### src/rtl/gpio_pkg.sv
package gpio_pkg;
  localparam int unsigned ADDR_W = 8;

  localparam logic [ADDR_W-1:0] OFS_DIR   = 8'h00;
  localparam logic [ADDR_W-1:0] OFS_LSEL  = 8'h04;
  localparam logic [ADDR_W-1:0] OFS_LPOL  = 8'h08;
  localparam logic [ADDR_W-1:0] OFS_RISE  = 8'h0C;
  localparam logic [ADDR_W-1:0] OFS_FALL  = 8'h10;
  localparam logic [ADDR_W-1:0] OFS_DIN   = 8'h14;
  localparam logic [ADDR_W-1:0] OFS_SET   = 8'h18;
  localparam logic [ADDR_W-1:0] OFS_CLR   = 8'h1C;
  localparam logic [ADDR_W-1:0] OFS_DOUT  = 8'h20;
  localparam logic [ADDR_W-1:0] OFS_MASK  = 8'h28;
  localparam logic [ADDR_W-1:0] OFS_EN    = 8'h2C;
  localparam logic [ADDR_W-1:0] OFS_MSTAT = 8'h30;
  localparam logic [ADDR_W-1:0] OFS_ICLR  = 8'h34;

  typedef struct packed {
    logic [15:0] lsel;
    logic [15:0] lpol;
    logic [15:0] rise;
    logic [15:0] fall;
    logic [15:0] mask;
    logic [15:0] en;
  } trig_cfg_t;
endpackage

### src/rtl/gpio_sync.sv
module gpio_sync #(
  parameter int unsigned W      = 16,
  parameter int unsigned STAGES = 2
) (
  input  logic         clk,
  input  logic         rst_n,
  input  logic [W-1:0] async_in,
  output logic [W-1:0] sync_out
);
  logic [W-1:0] stage_q [STAGES];

  genvar s;
  generate
    for (s = 0; s < STAGES; s++) begin : g_stage
      if (s == 0) begin : g_first
        always_ff @(posedge clk) begin
          if (!rst_n) stage_q[s] <= '0;
          else        stage_q[s] <= async_in;
        end
      end else begin : g_next
        always_ff @(posedge clk) begin
          if (!rst_n) stage_q[s] <= '0;
          else        stage_q[s] <= stage_q[s-1];
        end
      end
    end
  endgenerate

  assign sync_out = stage_q[STAGES-1];
endmodule

### src/rtl/gpio_trigger.sv
module gpio_trigger
  import gpio_pkg::*;
#(
  parameter int unsigned W = 16
) (
  input  logic         clk,
  input  logic         rst_n,
  input  logic [W-1:0] pin_s,
  input  trig_cfg_t    cfg,
  input  logic         clr_we,
  input  logic [W-1:0] clr_bits,
  output logic [W-1:0] raw_status,
  output logic [W-1:0] masked_status
);
  logic [W-1:0] prev_q;
  logic [W-1:0] edge_q;

  always_ff @(posedge clk) begin
    if (!rst_n) prev_q <= '0;
    else        prev_q <= pin_s;
  end

  genvar i;
  generate
    for (i = 0; i < W; i++) begin : g_pin
      logic hit;
      logic drop;
      // An edge is only latched while the pin is in edge mode. A new
      // detection in the same cycle as a clear keeps the bit set.
      assign hit  = ~cfg.lsel[i] &
                    ((cfg.rise[i] &  pin_s[i] & ~prev_q[i]) |
                     (cfg.fall[i] & ~pin_s[i] &  prev_q[i]));
      assign drop = clr_we & clr_bits[i];

      always_ff @(posedge clk) begin
        if (!rst_n) edge_q[i] <= 1'b0;
        else        edge_q[i] <= (edge_q[i] & ~drop) | hit;
      end

      assign raw_status[i]    = cfg.lsel[i] ? ~(pin_s[i] ^ cfg.lpol[i]) : edge_q[i];
      assign masked_status[i] = raw_status[i] & ~cfg.mask[i] & cfg.en[i];
    end
  endgenerate
endmodule

### src/rtl/gpio_regfile.sv
module gpio_regfile
  import gpio_pkg::*;
#(
  parameter int unsigned W = 16
) (
  input  logic              clk,
  input  logic              rst_n,
  input  logic              reg_valid,
  input  logic              reg_write,
  input  logic [ADDR_W-1:0] reg_addr,
  input  logic [W-1:0]      reg_wdata,
  output logic [W-1:0]      reg_rdata,
  input  logic [W-1:0]      din_s,
  input  logic [W-1:0]      mstat,
  output logic [W-1:0]      dir_q,
  output logic [W-1:0]      dout_q,
  output trig_cfg_t         cfg,
  output logic              clr_we
);
  logic wr;
  logic [W-1:0] lsel_q, lpol_q, rise_q, fall_q, mask_q, en_q;

  assign wr     = reg_valid & reg_write;
  assign clr_we = wr && (reg_addr == OFS_ICLR);

  always_ff @(posedge clk) begin
    if (!rst_n) begin
      dir_q  <= '0;
      lsel_q <= '0;
      lpol_q <= '0;
      rise_q <= '0;
      fall_q <= '0;
      dout_q <= '0;
      mask_q <= '1;
      en_q   <= '0;
    end else if (wr) begin
      case (reg_addr)
        OFS_DIR:  dir_q  <= reg_wdata;
        OFS_LSEL: lsel_q <= reg_wdata;
        OFS_LPOL: lpol_q <= reg_wdata;
        OFS_RISE: rise_q <= reg_wdata;
        OFS_FALL: fall_q <= reg_wdata;
        OFS_SET:  dout_q <= dout_q | reg_wdata;
        OFS_CLR:  dout_q <= dout_q & ~reg_wdata;
        OFS_MASK: mask_q <= reg_wdata;
        OFS_EN:   en_q   <= reg_wdata;
        default:  ;
      endcase
    end
  end

  always_comb begin
    cfg.lsel = lsel_q;
    cfg.lpol = lpol_q;
    cfg.rise = rise_q;
    cfg.fall = fall_q;
    cfg.mask = mask_q;
    cfg.en   = en_q;
  end

  always_comb begin
    reg_rdata = '0;
    if (reg_valid && !reg_write) begin
      case (reg_addr)
        OFS_DIR:   reg_rdata = dir_q;
        OFS_LSEL:  reg_rdata = lsel_q;
        OFS_LPOL:  reg_rdata = lpol_q;
        OFS_RISE:  reg_rdata = rise_q;
        OFS_FALL:  reg_rdata = fall_q;
        OFS_DIN:   reg_rdata = din_s;
        OFS_DOUT:  reg_rdata = dout_q;
        OFS_MASK:  reg_rdata = mask_q;
        OFS_EN:    reg_rdata = en_q;
        OFS_MSTAT: reg_rdata = mstat;
        default:   reg_rdata = '0;
      endcase
    end
  end
endmodule

### src/rtl/gpio_irq_ctrl.sv
module gpio_irq_ctrl
  import gpio_pkg::*;
#(
  parameter int unsigned N_PINS      = 16,
  parameter int unsigned SYNC_STAGES = 2
) (
  input  logic              clk,
  input  logic              rst_n,
  input  logic              reg_valid,
  input  logic              reg_write,
  input  logic [ADDR_W-1:0] reg_addr,
  input  logic [N_PINS-1:0] reg_wdata,
  output logic [N_PINS-1:0] reg_rdata,
  input  logic [N_PINS-1:0] gpio_in,
  output logic [N_PINS-1:0] gpio_out,
  output logic [N_PINS-1:0] gpio_oe,
  output logic              irq
);
  logic [N_PINS-1:0] pin_s;
  logic [N_PINS-1:0] raw_status;
  logic [N_PINS-1:0] masked_status;
  logic [N_PINS-1:0] dir_q;
  logic [N_PINS-1:0] dout_q;
  trig_cfg_t         cfg;
  logic              clr_we;

  gpio_sync #(.W(N_PINS), .STAGES(SYNC_STAGES)) u_sync (
    .clk      (clk),
    .rst_n    (rst_n),
    .async_in (gpio_in),
    .sync_out (pin_s)
  );

  gpio_regfile #(.W(N_PINS)) u_regs (
    .clk       (clk),
    .rst_n     (rst_n),
    .reg_valid (reg_valid),
    .reg_write (reg_write),
    .reg_addr  (reg_addr),
    .reg_wdata (reg_wdata),
    .reg_rdata (reg_rdata),
    .din_s     (pin_s),
    .mstat     (masked_status),
    .dir_q     (dir_q),
    .dout_q    (dout_q),
    .cfg       (cfg),
    .clr_we    (clr_we)
  );

  gpio_trigger #(.W(N_PINS)) u_trig (
    .clk           (clk),
    .rst_n         (rst_n),
    .pin_s         (pin_s),
    .cfg           (cfg),
    .clr_we        (clr_we),
    .clr_bits      (reg_wdata),
    .raw_status    (raw_status),
    .masked_status (masked_status)
  );

  assign gpio_out = dout_q;
  assign gpio_oe  = dir_q;
  assign irq      = |masked_status;
endmodule

### config.mk
export PLATFORM = sky130hd
export DESIGN_NAME = gpio_irq_ctrl
export DESIGN_NICKNAME = d
export VERILOG_FILES = /design/src/rtl/gpio_pkg.sv /design/src/rtl/gpio_sync.sv /design/src/rtl/gpio_trigger.sv /design/src/rtl/gpio_regfile.sv /design/src/rtl/gpio_irq_ctrl.sv
export SDC_FILE = /design/constraint.sdc
export NUM_CORES = 1
export LEC_CHECK = 0
export BUFFER_PORTS_ARGS = -buffer_cell sky130_fd_sc_hd__buf_2
export CORE_MARGIN = 10
export CORE_UTILIZATION = 40
export CTS_BUF_LIST = sky130_fd_sc_hd__clkbuf_8
export DETAILED_ROUTE_END_ITERATION = 6
export GPL_TIMING_DRIVEN = 0
export PLACE_DENSITY_LB_ADDON = 0.05
export REMOVE_ABC_BUFFERS = 1
export SYNTH_ARGS = -nofsm -noshare
export SYNTH_HDL_FRONTEND = slang
export SYNTH_SLANG_ARGS = --single-unit
### constraint.sdc
create_clock -name clk -period 2.75 [get_ports clk]
set_clock_uncertainty 0.2 [all_clocks]
set_input_delay 0.1375 -clock clk [delete_from_list [all_inputs] [get_ports clk]]
set_output_delay 0.1375 -clock clk [all_outputs]
set_load 0.01 [all_outputs]
After elaboration in Yosys (flattened, before gate mapping)
Memory sizes are Yosys's and may differ from the RTL's.
Cells that the tools add are included.
{"block": "classes", "eq_ne": 12, "muxes": 23, "bitwise": 294, "reduce_logical": 14}
{"cell": "$pmux 16 s10", "n": 1}
{"cell": "$and 1x1->1", "n": 145}
{"cell": "$not 1->1", "n": 96}
{"cell": "$mux 16", "n": 3}
{"cell": "$eq 8x6->1 const B", "n": 5}
{"cell": "$or 1x1->1", "n": 34}
{"cell": "$eq 8x5->1 const B", "n": 4}
{"cell": "$pmux 16 s2", "n": 1}
{"cell": "$mux 1", "n": 18}
{"cell": "$and 16x16->16", "n": 1}
{"cell": "$eq 8x4->1 const B", "n": 2}
{"cell": "$not 16->16", "n": 1}
{"cell": "$or 16x16->16", "n": 1}
{"cell": "$reduce_and 2->1", "n": 8}
{"cell": "$reduce_or 16->1", "n": 1}
{"cell": "$xor 1x1->1", "n": 16}
{"cell": "$eq 8x3->1 const B", "n": 1}
{"cell": "$logic_not 8->1", "n": 1}
{"cell": "$logic_and 1x1->1", "n": 2}
{"cell": "$reduce_bool 2->1", "n": 1}
{"cell": "$logic_not 1->1", "n": 1}
{"block": "totals", "register_bits": 160, "ramBits": 32, "in_bits": 44, "output_inout_bits": 49, "wordCells": 369, "memories": 1}
{"memory": "u_sync.stage_q", "words": 2, "width": 16, "read_ports": 2, "rd_clocked_by_memory_dff": 0, "wr": 2, "line": "gpio_sync.sv:10", "source": "logic [W-1:0] stage_q [STAGES];"}

Longest topological paths before layout
Gate-level depths: netlist of run 1.
{"block": "logic_depth", "depth_word": 7, "mapped_depth": 9, "mapped_depth_nobuf": 5}

Cells and area by module
Synthesis of run 1 repeated with hierarchy kept, for this count alone.
{"block": "unflattened", "cells_unflattened": 1009, "area_unflattened_um2": 9073.7}
{"module": "gpio_regfile", "instances": 1, "cells_per_inst": 740, "area_per_inst_um2": 6299.8, "seq_area_each_um2": 2562.5}
{"module": "gpio_trigger", "instances": 1, "cells_per_inst": 197, "area_per_inst_um2": 1846.8, "seq_area_each_um2": 640.6}
{"module": "gpio_sync", "instances": 1, "cells_per_inst": 67, "area_per_inst_um2": 895.9, "seq_area_each_um2": 640.6}
{"module": "gpio_irq_ctrl", "instances": 1, "cells_per_inst": 5, "area_per_inst_um2": 31.3, "seq_area_each_um2": 0.0}

Least setup slack after synthesis of run 1
OpenSTA, ideal clock, no wires.
{"block": "synth_path", "path_kind": "input to register", "start": "input port reg_addr[5]", "end": "register u_regs.mask_q[10]", "setup_ps": 137, "t_arrival_ps": 1618, "required_ps": 2413, "path_slack_ps": 795, "path_stages": 8, "n_path_buf": 4, "path_cell_list": "buf_4 -> or4b_1 -> buf_4 -> or3_1 -> buf_2 -> buf_6 -> nand2_1 -> nand3_1"}
{"block": "synth_via", "elab_chain_cells": 2}
{"item": "from (decl)", "line": "gpio_irq_ctrl.sv:11", "source": "input logic [ADDR_W-1:0] reg_addr,"}
{"item": "$eq 8x6->1", "line": "gpio_regfile.sv:37", "source": "case (reg_addr)"}
{"item": "$reduce_and 2->1 (no line)"}
{"item": "to (signal assigned)", "line": "gpio_regfile.sv:45", "source": "OFS_MASK: mask_q <= reg_wdata;"}
{"item": "to (decl)", "line": "gpio_regfile.sv:21", "source": "logic [W-1:0] lsel_q, lpol_q, rise_q, fall_q, mask_q, en_q;"}
Every way passes these cells.
A chain may end at the register's enable or synchronous reset.

Final worst setup path of run 1
{"block": "layout_path", "start": "input port reg_addr[2]", "end": "output port reg_rdata[2]"}
{"block": "layout_via", "elab_chain_cells": 3, "word_cells_on_any_way": 12, "cone_classes": "eq/ne: 9; mux: 2; reduce/logical: 1"}
{"item": "$eq 8x6->1 (tied with other cells)", "line": "gpio_regfile.sv:64", "source": "case (reg_addr)"}
{"item": "$pmux 16 s10 *", "line": "gpio_regfile.sv:64"}
{"item": "$mux 16 *", "line": "gpio_regfile.sv:63", "source": "if (reg_valid && !reg_write) begin"}
{"item": "to (decl)", "line": "gpio_irq_ctrl.sv:13", "source": "output logic [N_PINS-1:0] reg_rdata,"}
Mark *: on every way between the ends. The rest lies on a longest branch, timed or not.

==> out/results.txt, run 1 <==
For the pin with the worst max-slew slack, the measured transition is 1.138 ns. The cell count after synthesis came out at 974. Summed over all layers, the global routing overflow is 0. On the final layout, the worst hold slack is 0.05208 ns. The initial core utilization came out at 40.33%. Dividing the detail-routed wire length by the instance count gives 21.36 um. The run gives 0.009422 mm2 as the placed standard-cell area.

The tools report the endpoint class of the critical path as an output port. The final layout contains routed wiring with a total length of 28,900 um. The overall die width came out at 167.9 um. Minimum period implied by the final worst setup slack: 2.654 ns.

Once detail routing completed, the nets flagged for antenna violations numbered 0. Summing the areas of all xor and xnor instances in the mapped netlist gives 1.602% of the synthesized area. The flip-flop cell with the highest count after synthesis is sky130_fd_sc_hd__dfxtp_1. For this run, the share of the core covered by cells in the final layout is 47.51%.

The proportion of synthesized area in mux cells is 13.67%, and the adder and majority gate portion of the synthesized area is 0%. After routing the design area is 0.01030 mm2. The die covers 0.02818 mm2. The number of warnings reported in the yosys synthesis log was 0; the count of unresolved DRC violations after routing was 0.

The logs give 50 for the number of distinct library cells after synthesis and 569 for the initial DRC count. The longest clock path from root to sink contains 2 buffers. Pin placement for this block handled 93 I/O pins. After clock tree synthesis, the clock-pin slew on the worst setup and hold paths is 0.11 ns.

The largest family of logic cells by synthesized area is simple AND/OR/NAND/NOR gates. The run finished with clean final reports. The number of optimization iterations in the first detailed-route pass was 5. The count of state elements after synthesis was 192. Vertical die dimension: 167.9 um.

The tools report the number of slew-limit violations in the final report as 0. The post-synthesis area per instance was 8.981 um2. The H-tree was split into 4 levels. The clock reaches the later pin of the worst-skew pair after 0.47 ns. Setup repair after global routing left no endpoint under its margin. Of the total synthesized cell area, the portion taken by AND, OR, NAND and NOR gates is 22.76%. Entering global routing, the biggest net connects 82 pins.

For the worst setup path, the data required time is 2.41 ns. The final-report hold violation count is 0, and the fraction of final layout cells with drive strength greater than 1 is 18.11%. The net switching fraction of the power came out at 25.79%.

Internal power comes to 3.865 mW. Of all nets on the critical path, the largest fanout is 32. The run gives 17,680 um as the placed wire-length estimate after detailed placement. CTS placed an instance of sky130_fd_sc_hd__clkbuf_8 at the clock tree root. The share of total power dissipated in combinational logic is 6.4%. Clock share of power: 39.3%. Based on the critical path, the design can be clocked at up to 376.9 MHz. For this design the total switching power over the nets is 1.343 mW. The share of the clock period used by the worst path after layout came out at 96.49%. Setup slack on the critical path of the routed design comes to 0.09649 ns. IR analysis of the VDD net gives a maximum drop of 0.3427 mV. Setup violations remaining at the end of the flow were counted as 0. Critical setup path kind: in2out.

The area fraction in compound gates after synthesis is 14.26%, and the total number of clock tree sinks is 192. Global routing used 20.07% of the available tracks across all layers. The run gives 7,405 as the via count. Compared with the post-synthesis result, the final layout area differs by 17.79%.

The count of flip-flops with a built-in enable after synthesis came out at 0. The first-pass GRT wire length was 44,500 um. The share of the Yosys chip area taken by registers is 43.94%. The average via count per standard cell is 5.473, and the static power due to leakage is 4.048 nW. After synthesis, the share of flip-flops with an asynchronous set or reset is 0%.

The type of the tightest min-delay check is in2reg. The worst setup path is launched from an input port. The core footprint came out at 0.02169 mm2. The count of input and output buffers is 92, and the relative slew slack is 23.58%. The number of global-route vias before repair was 7,271. In the final design database the tool counted 1,102 nets.

Routability-driven placement finished with a final weighted congestion of 0.7881. The pre-CTS setup slack is -0.9389 ns. In this run the power density over the cells is 505.4 mW/mm2.

After synthesis the cells add up to 0.008747 mm2. The tools report the max capacitance violation total as 0. Number of antenna violations at the first check in global routing: 2. The data arrival time of the critical path is 2.32 ns, and the overall power of the completed layout is 5.208 mW.

The power share of the sequential group is 54.3%. The number of buffers created by CTS is 17. Row count: 54. TritonCTS built the clock tree.
## through the flow
stage          cells  setup TNS [ns]
2_1_floorplan    899               0
3_3_place_gp    1271         -296.85
3_5_place_dp    1279          -76.81
4_1_cts         1350               0
5_1_grt         1351               0
6_report        1353               0
## registers in the layout, indices dropped and copies added (netlist names), named ones only
name / cells
u_regs.lpol_q: 16
u_regs.fall_q: 16
u_sync.stage_q: 32
u_regs.lsel_q: 16
u_regs.rise_q: 16
u_trig.edge_q: 16
u_regs.dir_q: 16
u_regs.mask_q: 16
u_regs.en_q: 16
u_trig.prev_q: 16
## path summary, 6_finish.rpt
path,cells after the start,to,slack (ns),start
worst max-delay path,7,reg_rdata[2],0.1,reg_addr[2]
worst min-delay path,5,u_regs.dir_q[10]$_SDFFE_PN0P_,0.05,reg_addr[0]
worst max register to register,3,u_trig.edge_q[5]$_SDFF_PN0_,1.60,u_sync.stage_q[1][5]$_SDFF_PN0_
worst min register to register,1,u_sync.stage_q[1][3]$_SDFF_PN0_,0.24,u_sync.stage_q[0][3]$_SDFF_PN0_
## cell usage in the layout, fill, tap and decap left out, drive strengths merged, types with 32 or more instances in the layout
cell,n
nand2,140
buf,107
nand3b,35
nand3,37
dlygate4sd3,32
and2,50
dfxtp,192
nor2,70
a21oi,87
mux2i,88
## worst max-delay path, stage by stage
cell,delay (ns)
sky130_fd_sc_hd__clkbuf_4,0.36
sky130_fd_sc_hd__nor4_4,0.43
sky130_fd_sc_hd__nand2_1,0.20
sky130_fd_sc_hd__nor2_2,0.46
sky130_fd_sc_hd__a32oi_1,0.18
sky130_fd_sc_hd__a31oi_1,0.32
sky130_fd_sc_hd__buf_2,0.20
## layer usage
layer | vias up | wire [um] | global-route usage, %
li1 | 3610 | - | -
met1 | 3554 | 13730 | 28.01
met2 | 224 | 13160 | 31.19
met3 | 17 | 1736 | 4.214
met4 | 0 | 277 | 4.164
met5 | - | 0 | 0
## logic make-up (layout without fill, tap and decap cells)
kind of cell,Yosys count,after routing
AOI/OAI and AO/OA,192,192
xor gates and xnor gates,16,16
buffers and inverters,76,173
DFF,192,192
muxes,115,115
other,0,2
and+or+nand+nor,383,383
## power groups by stage
stage | combinational, mW | clock [mW] | sequential (mW)
final | 0.336 | 2.04 | 2.83
after global routing | 0.360 | 2.19 | 2.83
after CTS | 0.333 | 2.09 | 2.83
after detailed placement | 0.293 | 0 | 2.89
after global placement | 0.280 | 0 | 2.89
after floorplan | 0.113 | 0 | 2.89
## synth_stat cells, types with 7 or more instances
| master | n | share of area, % |
|---|---|---|
| sky130_fd_sc_hd__a21boi_0 | 14 | 1.2 |
| sky130_fd_sc_hd__a21oi_1 | 87 | 5.0 |
| sky130_fd_sc_hd__a22o_1 | 10 | 1.0 |
| sky130_fd_sc_hd__a22oi_1 | 12 | 1.0 |
| sky130_fd_sc_hd__a311oi_1 | 16 | 1.6 |
| sky130_fd_sc_hd__a31oi_1 | 13 | 0.93 |
| sky130_fd_sc_hd__and2_1 | 50 | 3.6 |
| sky130_fd_sc_hd__buf_2 | 14 | 0.80 |
| sky130_fd_sc_hd__clkbuf_1 | 52 | 2.2 |
| sky130_fd_sc_hd__dfxtp_1 | 192 | 44 |
| sky130_fd_sc_hd__mux2_2 | 26 | 3.3 |
| sky130_fd_sc_hd__mux2i_1 | 88 | 10 |
| sky130_fd_sc_hd__nand2_1 | 139 | 6.0 |
| sky130_fd_sc_hd__nand3_1 | 34 | 1.9 |
| sky130_fd_sc_hd__nand3b_1 | 35 | 3.0 |
| sky130_fd_sc_hd__nor2_1 | 69 | 3.0 |
| sky130_fd_sc_hd__nor3b_1 | 17 | 1.5 |
| sky130_fd_sc_hd__o21a_1 | 16 | 1.4 |
| sky130_fd_sc_hd__o22ai_1 | 7 | 0.50 |
| sky130_fd_sc_hd__xnor2_1 | 16 | 1.6 |
## area by class of cell
type                       count  area, um2
clock inverter                15      197.7
timing repair buffer         140       1005
inverter                       1      6.256
antenna                        2      5.005
clock buffer                  17      234.0
tap                          280      350.3
fill                        2160      11380
multi-input combinational    706       4662
sequential                   192       3844
## timing repair
action / CTS / global route
setup endpoints to repair: 96 / 20
hold endpoints to repair: 160 / 0
resized for setup: 14 / 4
hold buffers: 32 / 0
setup buffers: 7 / 1
pin swaps: 4 / 1
gates cloned: 0 / 0
(Power assumes the default switching activity.)
==> run 2: changes to the inputs <==
Settings changed: CORE_UTILIZATION 40 to 43.
==> run 2 against run 1 <==
Net effect: cell count fell by 0.59%; setup slack got worse by 0.073 ns; clock power fell by 5%; die area fell by 6.2%; register-to-register slack got worse by 0.07 ns; fmax fell by 2.7%; wire length fell by 1.2%; utilization rose by 3.8 points; combinational power barely moved; worst hold slack got worse by 0.031 ns.
==> out/results.txt, run 2 (synthesis results as in run 1) <==
The minimum period implied by the final worst setup slack was 2.726 ns (+0.07260 ns). Number of setup violations in the final report: 0 (unchanged). The slew at the pin with the worst max-slew slack was 1.156 ns (+0.01777 ns); the core footprint was 0.02010 mm2 (-7.3%). The average via count per standard cell is 5.577 (+1.9%).

The run gives 93 (unchanged) as the I/O pin total. The tools report the number of levels the H-tree was split into as 4 (unchanged). Placed wire-length estimate after detailed placement: 17,440 um (-1.3%). The final critical-path setup slack came out at 0.02389 ns (-0.07260 ns). STA classifies the critical path endpoint as an output port. The net switching fraction of the power was 24.98% (-0.80 points). The number of global-route vias before repair is 7,242 (-0.40%). The logs give 4.049 nW (about the same) for the static power due to leakage and 192 (unchanged) for the total number of clock tree sinks. The final-report hold violation count is 0 (unchanged), and the number of optimization iterations in the first detailed-route pass is 5 (unchanged). The tools report the total routing usage reported by global routing as 21.27% (+1.2 points). The average wire per standard cell works out to 21.23 um (-0.60%). The run finished with clean final reports. The number of buffers on the longest clock path is 2 (unchanged), and the area growth from synthesis to final layout is 17.84% (about the same). The max capacitance violation total was 0 (unchanged).

The logs give 38.0% (-1.3 points) for the clock share of power and -1.255 ns (-0.3162 ns) for the pre-CTS setup slack. First-pass GRT wire length: 43,730 um (-1.7%). The leading cell type in the layout, fill and taps excluded was sky130_fd_sc_hd__dfxtp_1.

The peak fanout along the critical path was 16 (-50%); the insertion delay to the later sink of the worst-skew pair was 0.47 ns (about the same). The design internal power came out at 3.830 mW (-0.91%). TritonCTS built the clock tree.

The tools report the initial DRC count as 537 (-5.6%). The run gives 1,105 (+0.27%) as the post-layout net count. The worst setup path is launched from an input port. The run gives 51.27% (+3.8 points) as the final design utilization. Relative slew slack: 22.38% (-1.2 points). The data arrival time of the critical path was 2.39 ns (+0.07 ns). The largest net degree at the start of global routing was 82 (unchanged); the count of input and output buffers was 92 (unchanged). Power density over the cells: 495.3 mW/mm2 (-2.0%). For the die outline area, the log shows 0.02645 mm2 (-6.2%). The highest clock frequency the design can meet came out at 366.8 MHz (-2.7%). Net switching component of the power: 1.275 mW (-5.0%). The row count is 52 (-3.7%). The power share of the combinational group was 6.6% (+0.2 points); the overall die width was 162.6 um (-3.1%).

The run gives 0.3149 mV (-8.1%) as the maximum ir drop on the vdd rail. The logs give 5.105 mW (-2.0%) for the overall power of the completed layout and 0.8088 (+2.6%) for the global placer's final weighted congestion. The fraction of final layout cells with drive strength greater than 1 was 18.08% (-0.034 points); the vertical die dimension was 162.6 um (-3.1%). The type of the tightest min-delay check was in2reg.

The largest register by flop count is u_sync.stage_q. The run gives 28,560 um (-1.2%) as the wire length reported by the detailed router. Clock slew seen by the registers of the worst setup and hold paths: 0.10 ns (about the same). The logs give 0 (unchanged) for the remaining global-route overflow and 1.53 ns (-0.07 ns) for the register-to-register setup slack.

The tools report the total negative slack as 0 ns (unchanged). The logs give 2.41 ns (about the same) for the data required time of the critical path and 2 (unchanged) for the number of antenna violations at the first check in global routing. The share of the clock period used by the worst path after layout came out at 99.13% (+2.6 points). Via count: 7,501 (+1.3%). For the number of buffers created by CTS, the log shows 17 (unchanged). The critical setup path kind was in2out.

The count of unresolved DRC violations after routing came out at 0 (unchanged). The number of flip-flops in the largest register is 32 (unchanged), and the number of slew-limit violations in the final report is 0 (unchanged). In the layout the commonest cells are sky130_fd_sc_hd__dfxtp_1, sky130_fd_sc_hd__nand2_1, sky130_fd_sc_hd__mux2i_1, sky130_fd_sc_hd__buf_2, sky130_fd_sc_hd__a21oi_1. The cell at the root of the clock tree is sky130_fd_sc_hd__clkbuf_8. The initial core utilization is 43.51% (+3.2 points).

The power share of the sequential group is 55.4% (+1.1 points), and the remaining antenna violation count after routing is 0 (unchanged).
run 2: final timing paths:
path | startpoint | end | depth (start not counted)
worst max-delay path | reg_addr[4] | reg_rdata[14] | 6
worst min-delay path | reg_addr[1] | u_regs.dir_q[7]$_SDFFE_PN0P_ | 5
worst max register to register | u_sync.stage_q[1][2]$_SDFF_PN0_ | u_trig.edge_q[2]$_SDFF_PN0_ | 3
worst min register to register | u_sync.stage_q[0][3]$_SDFF_PN0_ | u_sync.stage_q[1][3]$_SDFF_PN0_ | 1
run 2: repair_timing:
action | 4_1_cts | 5_1_grt
hold endpoints to repair | 160 | 0
pin swaps | 5 | 0
buffers inserted | 10 | 0
setup endpoints to repair | 96 | 18
resized for setup | 13 | 8
hold buffers | 33 | 0
run 2: cell type report:
class	instances	area [um2]
clock buffers	17	234.0
diodes	2	5.005
repair buffers	143	1047
clock inverters	14	166.4
multi-input cells	706	4667
fillers	1917	9797
inverters	1	6.256
well taps	270	337.8
flip-flops and latches	192	3844
run 2: power by group through the flow:
stage	clock, mW	combinational, mW	sequential, mW
detailed placement	0	0.292	2.89
CTS	1.97	0.332	2.83
finish	1.94	0.336	2.83
floorplan	0	0.113	2.89
global placement	0	0.280	2.89
global route	2.08	0.360	2.83
run 2: critical path: stages:
cell and delay, ns:
sky130_fd_sc_hd__buf_2 0.35, sky130_fd_sc_hd__nand3b_1 0.29, sky130_fd_sc_hd__nor3_2 0.89, sky130_fd_sc_hd__a22oi_1 0.23, sky130_fd_sc_hd__a31oi_1 0.29, sky130_fd_sc_hd__buf_2 0.18
run 2: stage by stage:
stage	area, um2	instances	hold WS (ns)
finish	10310	1345	0.02068
global route	10300	1343	0.01070
CTS	10270	1343	0.003217
detailed placement	9408	1269	0.1463
global placement	9220	1261	0.1420
floorplan	8422	899	0.009332
run 2: layer usage:
| layer | up-vias | part of all wire [%] | global-route usage [%] |
|---|---|---|---|
| li1 | 3626 | - | - |
| met4 | 0 | 0.81 | 4.303 |
| met5 | - | 0 | 0 |
| met3 | 16 | 6.1 | 4.550 |
| met1 | 3628 | 48 | 29.48 |
| met2 | 231 | 46 | 33.43 |
==> run 3: changes to the inputs <==
Settings changed: CORE_ASPECT_RATIO set to 0.6.
==> run 3 against run 2 <==
Net effect: design area barely moved; total power rose by 1.3%; highest routed layer unchanged; count of clock-buffer cells in the layout is 2 higher; register-to-register slack better by 0.07 ns; wire length grew 2.3%; sequential share of layout area is essentially flat; largest cell class unchanged; worst hold slack better by 0.018 ns; critical path type unchanged.
==> out/results.txt, run 3 (synthesis results as in run 1) <==
The run finished with clean final reports. Total routing usage reported by global routing: 21.76% (+0.48 points). The remaining global-route overflow is 0 (unchanged). The placed wire-length estimate after detailed placement is 18,040 um (+3.4%), and the power share of the combinational group is 6.5% (about the same). The number of setup violations in the final report was 0 (unchanged).

Setup repair after global routing left no endpoint under its margin. STA classifies the critical path startpoint as an input port. The endpoint class of the critical path is an output port. The initial DRC count is 647 (+20%), and the peak fanout along the critical path is 16 (unchanged). Net switching component of the power: 1.287 mW (+0.91%).

The initial core utilization was 43.69% (+0.18 points); the first-pass GRT wire length was 44,350 um (+1.4%). The global placer's final weighted congestion was 0.8191 (+1.3%). The remaining antenna violation count after routing was 0 (unchanged). The count of unresolved DRC violations after routing is 0 (unchanged), and the clock slew seen by the registers of the worst setup and hold paths is 0.10 ns (about the same). The tools report the post-layout net count as 1,102 (-0.27%).

The tools report the number of buffers created by CTS as 17 (unchanged). The minimum period implied by the final worst setup slack was 2.688 ns (-0.03767 ns). The run gives 4 (unchanged) as the number of levels the H-tree was split into. Number of antenna violations at the first check in global routing: 1 (-1). The critical path in this run is classified as in2out. Fraction of final layout cells with drive strength greater than 1: 17.93% (-0.15 points). Share of the clock period used by the worst path after layout: 97.76% (-1.4 points).

The data arrival time of the critical path is 2.35 ns (-0.04 ns), and the total number of clock tree sinks is 192 (unchanged). The slew at the pin with the worst max-slew slack works out to 1.254 ns (+0.09817 ns). For the number of buffers on the longest clock path, the log shows 2 (unchanged).

Number of flip-flops in the largest register: 32 (unchanged). The tree is rooted in a sky130_fd_sc_hd__clkbuf_8. For the static power due to leakage, the log shows 4.048 nW (about the same).

The vertical die dimension came out at 130.5 um (-20%). Power share of the sequential group: 54.7% (-0.7 points). The row count came out at 40 (-23%).

The number of global-route vias before repair is 7,162 (-1.1%), and the average wire per standard cell is 21.71 um (+2.3%). The most critical setup path has its startpoint at reg_addr[4]. For the pre-CTS setup slack, the log shows -1.059 ns (+0.1966 ns). The maximum ir drop on the vdd rail came out at 0.2956 mV (-6.1%). The highest clock frequency the design can meet was 372.0 MHz (+1.4%); the I/O pin total was 93 (unchanged).

In this run the most critical hold path is launched from rst_n. Leading cell type in the layout, fill and taps excluded: sky130_fd_sc_hd__dfxtp_1. The run gives 0.06156 ns (+0.03767 ns) as the final critical-path setup slack. The largest register by flop count is u_sync.stage_q.

In this run the critical register-to-register path is launched from u_sync.stage_q[1][6]$_SDFF_PN0_. For the core footprint, the log shows 0.02002 mm2 (-0.42%). Power density over the cells: 501.9 mW/mm2 (+1.3%). The final design utilization is 51.46% (+0.19 points). The wire length reported by the detailed router was 29,200 um (+2.3%); the net switching fraction of the power was 24.89% (-0.093 points). The min-delay analysis places its worst path in the category in2reg. The overall die width is 204.1 um (+26%). TritonCTS built the clock tree. The count of input and output buffers was 92 (unchanged); the via count was 7,568 (+0.89%).

The tools report the data required time of the critical path as 2.41 ns (about the same). The design area came out at 0.01030 mm2 (about the same). The largest net degree at the start of global routing was 82 (unchanged). The run gives 0.02663 mm2 (+0.71%) as the die outline area. For the design internal power, the log shows 3.884 mW (+1.4%). For the clock share of power, the log shows 38.8% (+0.8 points). Insertion delay to the later sink of the worst-skew pair: 0.48 ns (about the same). The relative slew slack is 16.20% (-6.2 points). The number of optimization iterations in the first detailed-route pass was 5 (unchanged); the average via count per standard cell was 5.627 (+0.89%). Number of slew-limit violations in the final report: 0 (unchanged). The area growth from synthesis to final layout was 17.78% (about the same). Leaving out fill and tap cells, the most frequent cells in the layout are sky130_fd_sc_hd__dfxtp_1, sky130_fd_sc_hd__nand2_1, sky130_fd_sc_hd__mux2i_1, sky130_fd_sc_hd__buf_2, sky130_fd_sc_hd__a21oi_1. The final-report hold violation count is 0 (unchanged). For the max capacitance violation total, the log shows 0 (unchanged). For the placed standard-cell area, the log shows 0.009395 mm2 (-0.13%).
==> run 3: metrics by stage <==
stage | hold WS, ns | setup TNS [ns] | total power [mW] | cells
after floorplan | 0.009332 | 0 | 2.998 | 899
after global placement | 0.1434 | -276.44 | 3.170 | 1264
after detailed placement | 0.1461 | -80.75 | 3.182 | 1271
after CTS | 0.01193 | 0 | 5.197 | 1343
after global routing | 0.05301 | 0 | 5.337 | 1345
final | 0.03882 | 0 | 5.171 | 1345
==> run 3: what timing repair did <==
item                                   CTS  global route
setup endpoints to repair               80             8
buffers inserted                         7             0
pin swaps                                4             0
hold buffers                            33             0
cloned                                   0             0
endpoints found under the hold margin  160             0
gates resized for setup                 16             3
==> run 3: routing by layer <==
layer / wire length (um) / track usage, %
met1: 14330 / 31.36
met2: 12520 / 32.57
met3: 1987 / 4.205
met4: 366 / 5.505
met5: 0 / 0
==> run 3: area by class of cell <==
type | instances | area (um2)
timing repair buffer | 140 | 1020
inverter | 1 | 6.256
clock buffer | 19 | 261.5
tap | 273 | 341.6
antenna | 1 | 2.502
clock inverter | 13 | 163.9
sequential | 192 | 3844
fill | 1926 | 9717
multi-input combinational | 706 | 4663
==> run 3: final timing paths <==
check | endpoint | slack (ns) | cells after the start
setup / recovery | reg_rdata[2] | 0.06 | 7
setup reg to reg | u_trig.edge_q[6]$_SDFF_PN0_ | 1.60 | 3
hold / removal | u_regs.mask_q[9]$_SDFFE_PN1P_ | 0.04 | 2
hold reg to reg | u_sync.stage_q[1][7]$_SDFF_PN0_ | 0.24 | 1
==> run 3: worst max-delay path: stages <==
cell,delay [ns]
sky130_fd_sc_hd__buf_2,0.32
sky130_fd_sc_hd__nor4b_2,1.07
sky130_fd_sc_hd__nand2_1,0.13
sky130_fd_sc_hd__o22ai_1,0.17
sky130_fd_sc_hd__nor3_1,0.08
sky130_fd_sc_hd__a31oi_1,0.25
sky130_fd_sc_hd__buf_2,0.19
==> run 3: power groups by stage <==
| stage | clock (mW) | combinational, mW | sequential [mW] |
|---|---|---|---|
| 6_report | 2.01 | 0.338 | 2.83 |
| 5_1_grt | 2.14 | 0.361 | 2.83 |
| 4_1_cts | 2.04 | 0.334 | 2.83 |
| 3_5_place_dp | 0 | 0.291 | 2.89 |
| 3_3_place_gp | 0 | 0.278 | 2.89 |
| 2_1_floorplan | 0 | 0.113 | 2.89 |
